`src/rtl/mfx_cell_pkg.sv`:
```
package mfx_cell_pkg;

   localparam int CFG_W = 18;

   typedef enum logic [1:0] {
      RT_D   = 2'd0,
      RT_T   = 2'd1,
      RT_JK  = 2'd2,
      RT_RSV = 2'd3
   } rtype_e;

   typedef enum logic [1:0] {
      CK_GLOBAL = 2'd0,
      CK_SUMC   = 2'd1,
      CK_SUMD   = 2'd2,
      CK_RSV    = 2'd3
   } ck_src_e;

   typedef enum logic [1:0] {
      OS_Q = 2'd0,
      OS_A = 2'd1,
      OS_B = 2'd2,
      OS_C = 2'd3
   } osel_e;

   typedef enum logic [1:0] {
      DU_NONE = 2'd0,
      DU_OE   = 2'd1,
      DU_FB   = 2'd2,
      DU_RSV  = 2'd3
   } duse_e;

   // packed MSB first: d_use[17:16] ... b_is_pre[0]
   typedef struct packed {
      duse_e   d_use;
      osel_e   sel1;
      osel_e   sel0;
      logic    use_grst;
      logic    use_gpre;
      logic    alt_jk;
      logic    dyn_en;
      rtype_e  rtype;
      logic    clk_fall;
      ck_src_e clk_src;
      logic    c_is_rst;
      logic    b_is_k;
      logic    b_is_pre;
   } cell_cfg_t;

   function automatic rtype_e eff_type(input cell_cfg_t c, input logic grt);
      rtype_e t;
      if (c.dyn_en && grt)
         t = c.alt_jk ? RT_JK : RT_T;
      else if (c.rtype == RT_RSV)
         t = RT_D;
      else
         t = c.rtype;
      return t;
   endfunction

endpackage

```
`src/rtl/mfx_edge_det.sv`:
```
module mfx_edge_det #(
   parameter bit PREV_INIT = 1'b0
) (
   input  logic clk,
   input  logic rst_n,
   input  logic src,
   input  logic fall,
   output logic fire
);

   logic prev_q;

   always_ff @(posedge clk or negedge rst_n) begin
      if (!rst_n)
         prev_q <= PREV_INIT;
      else
         prev_q <= src;
   end

   assign fire = fall ? (prev_q & ~src) : (~prev_q & src);

   // one transition gives one active edge, never two in a row
   a_r4_single_fire: assert property (@(posedge clk) disable iff (!rst_n)
      fire |=> (!fire || (fall != $past(fall))));

endmodule

```
`src/rtl/mfx_reg_core.sv`:
```
module mfx_reg_core
   import mfx_cell_pkg::*;
#(
   parameter bit HAS_JK = 1'b1,
   parameter bit Q_INIT = 1'b0
) (
   input  logic   clk,
   input  logic   rst_n,
   input  logic   fire,
   input  rtype_e typ,
   input  logic   din,
   input  logic   kin,
   input  logic   set_i,
   input  logic   clr_i,
   output logic   q_o
);

   rtype_e typ_eff;
   logic   q_reg;
   logic   q_next;

   generate
      if (HAS_JK) begin : g_jk
         assign typ_eff = typ;
      end else begin : g_nojk
         assign typ_eff = (typ == RT_JK) ? RT_D : typ;
      end
   endgenerate

   always_comb begin
      case (typ_eff)
         RT_T:    q_next = q_reg ^ din;
         RT_JK:   q_next = (din & ~q_reg) | (~kin & q_reg);
         default: q_next = din;
      endcase
   end

   always_ff @(posedge clk or negedge rst_n) begin
      if (!rst_n)
         q_reg <= Q_INIT;
      else if (clr_i)
         q_reg <= 1'b0;
      else if (set_i)
         q_reg <= 1'b1;
      else if (fire)
         q_reg <= q_next;
   end

   // level override, reset above preset
   assign q_o = clr_i ? 1'b0 : (set_i ? 1'b1 : q_reg);

   // nothing moves the register without an edge or an override
   a_r3_hold_idle: assert property (@(posedge clk) disable iff (!rst_n)
      (!fire && !set_i && !clr_i) |=> (q_reg == $past(q_reg)));

   // T with data 1 inverts
   a_r5_t_toggle: assert property (@(posedge clk) disable iff (!rst_n)
      (fire && typ_eff == RT_T && din && !set_i && !clr_i) |=> (q_reg != $past(q_reg)));

   // JK set and clear
   a_r6_jk_set: assert property (@(posedge clk) disable iff (!rst_n)
      (fire && typ_eff == RT_JK && din && !kin && !set_i && !clr_i) |=> q_reg);

   a_r6_jk_clear: assert property (@(posedge clk) disable iff (!rst_n)
      (fire && typ_eff == RT_JK && !din && kin && !set_i && !clr_i) |=> !q_reg);

   // reset beats preset and sticks
   a_r9_clr_wins: assert property (@(posedge clk) disable iff (!rst_n)
      clr_i |=> !q_reg);

endmodule

```
`src/rtl/mfx_out_sel.sv`:
```
module mfx_out_sel
   import mfx_cell_pkg::*;
(
   input  osel_e sel,
   input  logic  q,
   input  logic  a,
   input  logic  b,
   input  logic  c,
   output logic  y
);

   always_comb begin
      case (sel)
         OS_A:    y = a;
         OS_B:    y = b;
         OS_C:    y = c;
         default: y = q;
      endcase
   end

endmodule

```
`src/rtl/mfx_cell.sv`:
```
module mfx_cell
   import mfx_cell_pkg::*;
#(
   parameter bit HAS_JK = 1'b1,
   parameter bit Q_INIT = 1'b0
) (
   input  logic             clk,
   input  logic             rst_n,
   input  logic [CFG_W-1:0] cfg_i,
   input  logic             gclk,
   input  logic             gset,
   input  logic             gclr,
   input  logic             gtype,
   input  logic             sum_a,
   input  logic             sum_b,
   input  logic             sum_c,
   input  logic             sum_d,
   output logic             y0,
   output logic             y1,
   output logic             oe,
   output logic             fb
);

   cell_cfg_t cfg;
   logic      ck_src;
   logic      fire;
   logic      set_act;
   logic      clr_act;
   logic      k_in;
   logic      q;
   rtype_e    typ;
   osel_e     sel [2];
   logic      ysel [2];

   assign cfg = cell_cfg_t'(cfg_i);

   always_comb begin
      case (cfg.clk_src)
         CK_SUMC: ck_src = sum_c;
         CK_SUMD: ck_src = sum_d;
         default: ck_src = gclk;
      endcase
   end

   mfx_edge_det #(.PREV_INIT(1'b0)) u_edge (
      .clk   (clk),
      .rst_n (rst_n),
      .src   (ck_src),
      .fall  (cfg.clk_fall),
      .fire  (fire)
   );

   assign set_act = (cfg.b_is_pre & sum_b) | (cfg.use_gpre & gset);
   assign clr_act = (cfg.c_is_rst & sum_c) | (cfg.use_grst & gclr);
   assign k_in    = cfg.b_is_k & sum_b;
   assign typ     = eff_type(cfg, gtype);

   mfx_reg_core #(.HAS_JK(HAS_JK), .Q_INIT(Q_INIT)) u_reg (
      .clk   (clk),
      .rst_n (rst_n),
      .fire  (fire),
      .typ   (typ),
      .din   (sum_a),
      .kin   (k_in),
      .set_i (set_act),
      .clr_i (clr_act),
      .q_o   (q)
   );

   assign sel[0] = cfg.sel0;
   assign sel[1] = cfg.sel1;

   generate
      for (genvar o = 0; o < 2; o++) begin : g_out
         mfx_out_sel u_sel (
            .sel (sel[o]),
            .q   (q),
            .a   (sum_a),
            .b   (sum_b),
            .c   (sum_c),
            .y   (ysel[o])
         );
      end
   endgenerate

   assign y0 = ysel[0];
   assign y1 = ysel[1];
   assign oe = (cfg.d_use == DU_OE) ? sum_d : 1'b1;
   assign fb = (cfg.d_use == DU_FB) ? sum_d : 1'b0;

   // feedback only appears while the pin is enabled as a dedicated output
   a_r12_fb_needs_oe: assert property (@(posedge clk) disable iff (!rst_n)
      fb |-> oe);

endmodule

```
`src/rtl/mfx_logic_cell.sv`:
```
module mfx_logic_cell
   import mfx_cell_pkg::*;
#(
   parameter int N_CELLS = 2,
   parameter bit HAS_JK  = 1'b1,
   parameter bit Q_INIT  = 1'b0
) (
   input  logic                       clk,
   input  logic                       rst_n,
   input  logic [N_CELLS*CFG_W-1:0]   cfg_i,
   input  logic                       gclk_i,
   input  logic                       gset_i,
   input  logic                       gclr_i,
   input  logic                       gtype_i,
   input  logic [N_CELLS-1:0]         sum_a_i,
   input  logic [N_CELLS-1:0]         sum_b_i,
   input  logic [N_CELLS-1:0]         sum_c_i,
   input  logic [N_CELLS-1:0]         sum_d_i,
   output logic [N_CELLS-1:0]         y0_o,
   output logic [N_CELLS-1:0]         y1_o,
   output logic [N_CELLS-1:0]         oe_o,
   output logic [N_CELLS-1:0]         fb_o
);

   localparam int MAX_CELLS = 64;

   generate
      if (N_CELLS < 1 || N_CELLS > MAX_CELLS) begin : g_bad_count
         $error("mfx_logic_cell: N_CELLS out of range");
      end
   endgenerate

   generate
      for (genvar n = 0; n < N_CELLS; n++) begin : g_cell
         localparam int LO = n * CFG_W;
         mfx_cell #(.HAS_JK(HAS_JK), .Q_INIT(Q_INIT)) u_cell (
            .clk   (clk),
            .rst_n (rst_n),
            .cfg_i (cfg_i[LO +: CFG_W]),
            .gclk  (gclk_i),
            .gset  (gset_i),
            .gclr  (gclr_i),
            .gtype (gtype_i),
            .sum_a (sum_a_i[n]),
            .sum_b (sum_b_i[n]),
            .sum_c (sum_c_i[n]),
            .sum_d (sum_d_i[n]),
            .y0    (y0_o[n]),
            .y1    (y1_o[n]),
            .oe    (oe_o[n]),
            .fb    (fb_o[n])
         );
      end
   endgenerate

endmodule

```
`config.mk`:
```
export PLATFORM = sky130hd
export DESIGN_NAME = mfx_logic_cell
export DESIGN_NICKNAME = d
export VERILOG_FILES = /design/src/rtl/mfx_cell_pkg.sv /design/src/rtl/mfx_edge_det.sv /design/src/rtl/mfx_reg_core.sv /design/src/rtl/mfx_out_sel.sv /design/src/rtl/mfx_cell.sv /design/src/rtl/mfx_logic_cell.sv
export SDC_FILE = /design/constraint.sdc
export NUM_CORES = 1
export LEC_CHECK = 0
export ABC_AREA = 1
export BUFFER_PORTS_ARGS = -buffer_cell sky130_fd_sc_hd__buf_2
export CAP_MARGIN = 20
export CORE_MARGIN = 3
export CORE_UTILIZATION = 44
export CTS_BUF_LIST = sky130_fd_sc_hd__clkbuf_8
export CTS_CLUSTER_DIAMETER = 40
export DETAILED_ROUTE_END_ITERATION = 8
export MAX_ROUTING_LAYER = met4
export PLACE_DENSITY = 0.95
export SETUP_SLACK_MARGIN = 0.1
export SKIP_CTS_REPAIR_TIMING = 1
export SLEW_MARGIN = 0
export SYNTH_ARGS = -nofsm -noshare
export SYNTH_HDL_FRONTEND = slang
export SYNTH_SLANG_ARGS = --single-unit
```
`constraint.sdc`:
```
create_clock -name clk -period 1.2 [get_ports clk]
set_input_delay 0.12 -clock clk [delete_from_list [all_inputs] [get_ports clk]]
set_output_delay 0.12 -clock clk [all_outputs]
set_load 0.02 [all_outputs]
```
* After elaboration in Yosys (flattened, before gate mapping)
Cells that the tools add are included.
** Word-level totals
- Output and inout bits :: 8
- Word-level logic and storage cells :: 98
- Flip-flop bits (word level) :: 4
- Bits of input ports :: 50
** Operators by class
- Bitwise logic cells :: 34
- Multiplexer cells :: 30
- Eq/ne operators :: 26
- Reduce and logical (&&, ||, !) cells :: 4
** Operators with widths (number)
- 2-bit equality test, second input constant :: 16
- 2-bit by 1-bit equality test with 1-bit output, second input constant :: 10
- 1-bit bitwise AND :: 18
- 1-bit 2-to-1 mux :: 16
- 2-bit 2-to-1 mux :: 6
- 1-bit one-hot mux with 3 select lines :: 4
- 1-bit inverter :: 8
- 1-bit one-hot mux with 2 select lines :: 4
- 1-bit OR :: 6
- 3-bit nonzero test :: 2
- 1-bit logical AND :: 2
- 1-bit XOR :: 2

* Depth between registers and ports, before layout
- Depth after elaboration :: 8
- Mapped depth :: 12
- Depth with buffers taken out :: 12

* By module
Synthesis repeated with hierarchy kept, for this count alone.
** Unflattened totals
- Cells, all modules :: 180
- Area, all modules :: 890.9 um2
** By module, submodules not included
- mfx_cell :: cells each 34, area each 156.4 um2, times used 2
- mfx_reg_core :: cells each 23, area each 136.4 um2, times used 2
- mfx_out_sel :: cells each 13, area each 51.3 um2, times used 4
- mfx_edge_det :: cells each 7, area each 50.0 um2, times used 2

* Worst setup path after synthesis
Ideal clock, no wire load.
- Path kind :: input to register
- Start point :: input cfg_i[8]
- End point :: register g_cell[0].u_cell.u_reg.q_reg
- Data arrival time :: 1056 ps
- Stages on the path :: 9
- Required time :: 1083 ps
- Buffers on the path :: 0
- Setup time :: 117 ps
- Setup slack :: 27 ps
- Path through :: nand2_1 inv_1 o21ai_0 inv_1 ha_1 a21oi_1 nand2_1 nand3_1 nand2_1
** On the way
- Cells in the longest elaborated chain, start to end :: 7
** Ends and longest elaborated chain
- from (decl) :: line mfx_logic_cell.sv:10 : input logic [N_CELLS*CFG_W-1:0] cfg_i,
- 1-bit logical AND * :: line mfx_cell_pkg.sv:52 : if (c.dyn_en && grt)
- 2-bit 2-to-1 mux * :: line mfx_cell_pkg.sv:52
- 2-bit equality test / 2-bit by 1-bit equality test with 1-bit output (equally long branches) :: line mfx_reg_core.sv:31 : case (typ_eff)
- 1-bit one-hot mux with 2 select lines * :: line mfx_reg_core.sv:31
- 1-bit 2-to-1 mux * :: line mfx_reg_core.sv:45 : else if (fire)
- 1-bit 2-to-1 mux * :: line mfx_reg_core.sv:43 : else if (set_i)
- 1-bit 2-to-1 mux * :: line mfx_reg_core.sv:41 : else if (clr_i)
- to (signal assigned) :: line mfx_reg_core.sv:46 : q_reg <= q_next;
- to (decl) :: line mfx_reg_core.sv:19 : logic q_reg;
Mark *: on every way between the ends. The rest lies on a longest branch, timed or not. The select of a mux whose other input is x is not followed.
A chain may end at the register's enable or synchronous reset.

* Worst setup path in the final report
- Start point :: register g_cell[1].u_cell.u_reg.q_reg
- End point :: output y1_o[1]
** On the way
- Cells in the longest elaborated chain, start to end :: 3
** Ends and longest elaborated chain
- from (decl) :: line mfx_reg_core.sv:19
- from (signal assigned) :: line mfx_reg_core.sv:46
- 1-bit 2-to-1 mux (2 in series) :: line mfx_reg_core.sv:50 : assign q_o = clr_i ? 1'b0 : (set_i ? 1'b1 : q_reg);
- 1-bit one-hot mux with 3 select lines :: line mfx_out_sel.sv:13 : case (sel)
- to (decl) :: line mfx_logic_cell.sv:20 : output logic [N_CELLS-1:0] y1_o,
Every way passes these cells.

==> out/results.ini <==
[status]
status = complete, but fails checks
violations = setup timing

[yosys]
synth_cell_types = 17
synth_area_per_cell_um2 = 5.57
synthesis.instances = 161
synth.most_common_cell = nand2_1
synth.largest_area_cell = nand2_1
syn_area_um2 = 897
yosys_warnings = 0
async_flop_share_pct = 100
ys_top_cells_by_area = nand2_1, inv_1, dfrtp_1
syn_nets = 219
synth-main-ff-cell = dfrtp_1
yosysSeqAreaShare_pct = 11.2
yosys-top-cells-count = nand2_1, inv_1, inv_2, nand3_1
synth_edf_count = 0
synth_top_cell_area_share_pct = 23.4
ys_ff_latch = 4

[floorplanning]
coreArea_um2 = 1820
io-pin-count = 58
die_area_um2 = 2620
row_count = 15
die_w_um = 51.2
start_util_pct = 49.3
die_y_um = 51.2

[place]
gp_congestion = 0.772
port_buffers = 57
hpwlAfterDp_um = 2040

[detailed_routing]
routed_wl_um = 2540
drc = 0
drtIter0Drc = 27
wire_per_inst_um = 10.4
drtAntennaViolNets = 0
route.vias.total = 1145
drtPass1Iterations = 4
vias_per_cell = 4.69

[grt]
grt_max_degree = 6
antenna_found_initial = 0
grt-ovfl-total = 0
grt_pass1_wl_um = 3750
first_global_vias = 1033
grt_usage_pct = 18.8

[sta]
rsz0062_at_grt = yes
timing.max_slew.rel_slack_pct = 84.0
worst_slew_pin_slew_ns = 0.239
clock.fmax_mhz = 788
setup_ws_ns = -0.0695
min_period_ns = 1.27
timing_max_transition_violations_final = 0
finClkSkew_ns = 0.00172
hold_viol_final = 0
finalSetupViolCount = 4
post-route-period-util_pct = 106

[worst_hold_path]
hold_path_end = g_cell[1].u_cell.u_edge.prev_q$_DFF_PN0_
whs_path_depth = 3
min_path_type = in2reg
worstHoldStart = gclk_i

[worst_setup_path]
rr_worst_depth = 9
r2r_end = g_cell[0].u_cell.u_reg.q_reg$_DFFE_PN0P_
path_buf_inv = 2
endpoint_kind = primary output
crit_chain = o21ai_2 -> inv_2 -> o21ai_2 -> nand2_1 -> buf_6
slowest_stage = dfrtp_2
worst-r2r-setup-slack_ns = 0.11
critPathKind = reg2out
worst_ep_arrival_time_ns = 1.15
worstPathMaxFanout = 5
cp_slowest_stage_delay_ns = 0.43
startpoint_type = flop
r2r-start = g_cell[0].u_cell.u_reg.q_reg$_DFFE_PN0P_
cp_common_cell = o21ai_2
crit_family = flip-flops
worstPathRequired_ns = 1.08

[pwr]
peakVddDrop_v = 0.000742
finalPower_w = 0.000991
p_leak_nw = 0.840
power.density_nw_per_um2 = 726

[layout]
n_antenna_cell = 0
drive_above_1_share_pct = 45.7
area_growth_pct = 52.2
utilization_pct = 75.0
nets = 279

[clocking]
cts.path.max_buffers = 2
numCtsBuffers = 3
clockRootBuffer = clkbuf_8
clk_latency_ns = 0.22
cts.sinks = 4
cts_tree = done
clk_pin_slew_worst_paths_ns = 0.03
cts_max_level = 1

[run]
maxCapViolCount = 0

[how the worst max path moves through the flow]
stage | startpoint | end | slack (ns) | cells past startpoint
2_1_floorplan | cfg_i[8] | g_cell[0].u_cell.u_reg.q_reg$_DFFE_PN0P_ | 0.1 | 10
3_3_place_gp | gtype_i | g_cell[0].u_cell.u_reg.q_reg$_DFFE_PN0P_ | -0.16 | 11
3_5_place_dp | gtype_i | g_cell[0].u_cell.u_reg.q_reg$_DFFE_PN0P_ | -0.20 | 11
4_1_cts | g_cell[0].u_cell.u_reg.q_reg$_DFFE_PN0P_ | y1_o[0] | -0.12 | 5
5_1_grt | g_cell[1].u_cell.u_reg.q_reg$_DFFE_PN0P_ | y1_o[1] | -0.12 | 5
6_report | g_cell[1].u_cell.u_reg.q_reg$_DFFE_PN0P_ | y1_o[1] | -0.07 | 5
[logic make-up (layout without fill, tap and decap cells)]
family | Yosys count | after routing | share of synthesized area, %
AOI/OAI and AO/OA | 22 | 22 | 17.0
DFF | 4 | 4 | 11.2
buffers and inverters | 45 | 103 | 22.2
and+or+nand+nor | 82 | 82 | 38.5
adders and majority gates | 8 | 8 | 11.2
[where the power goes]
part,switching (W),internal [W],total (W)
combinational,0.000283,0.000244,0.000526
clock,0.0000720,0.000214,0.000286
sequential,0.0000208,0.000158,0.000179
total,0.000375,0.000616,0.000991
[final cells by class]
type	count	area [µm²]
tap	25	31.3
fill	156	455
timing repair buffer	63	370
sequential	4	103
inverter	37	139
clock buffer	3	41.3
multi-input combinational	112	681
[worst register-to-register path, stage by stage, from the launching register on]
cell and delay [ns]:
dfrtp_2 0.41, buf_4 0.15, nand2_1 0.06, nand2_1 0.05, nand2_1 0.05, nand2_1 0.05, nand2_1 0.06, nand2_1 0.05
nand3_1 0.06, nand2_1 0.05
[metrics by stage]
step / hold WS (ns) / std cells / TNS (ns) / cell area [µm²] / setup WS (ns)
2_1_floorplan: -0.176 / 161 / 0 / 945 / 0.0974
3_3_place_gp: -0.0686 / 237 / -0.317 / 1220 / -0.159
3_5_place_dp: -0.0660 / 237 / -0.395 / 1220 / -0.202
4_1_cts: -0.293 / 240 / -0.423 / 1260 / -0.123
5_1_grt: 0.208 / 244 / -0.463 / 1370 / -0.122
6_report: 0.182 / 244 / -0.203 / 1370 / -0.0695
[per-layer routing]
metal / GRT usage, % / vias up / wire, µm
met4: 4.04 / 0 / 11
met3: 3.50 / 2 / 124
li1: - / 609 / -
met5: - / - / 0
met2: 35.2 / 41 / 1450
met1: 20.5 / 493 / 956
[cell usage in the layout, fill, tap and decap left out, drive strengths merged]
cell type,synthesis,final
nand3,12,12
dfrtp,4,4
o211ai,4,4
a21oi,6,6
nor2,8,8
buf,8,62
dlygate4sd3,0,1
ha,8,8
nand4,2,2
o21ai,10,10
nand2,58,58
a31oi,2,2
nor3,2,2
inv,37,37
clkbuf,0,3
(Power assumes the default switching activity.)
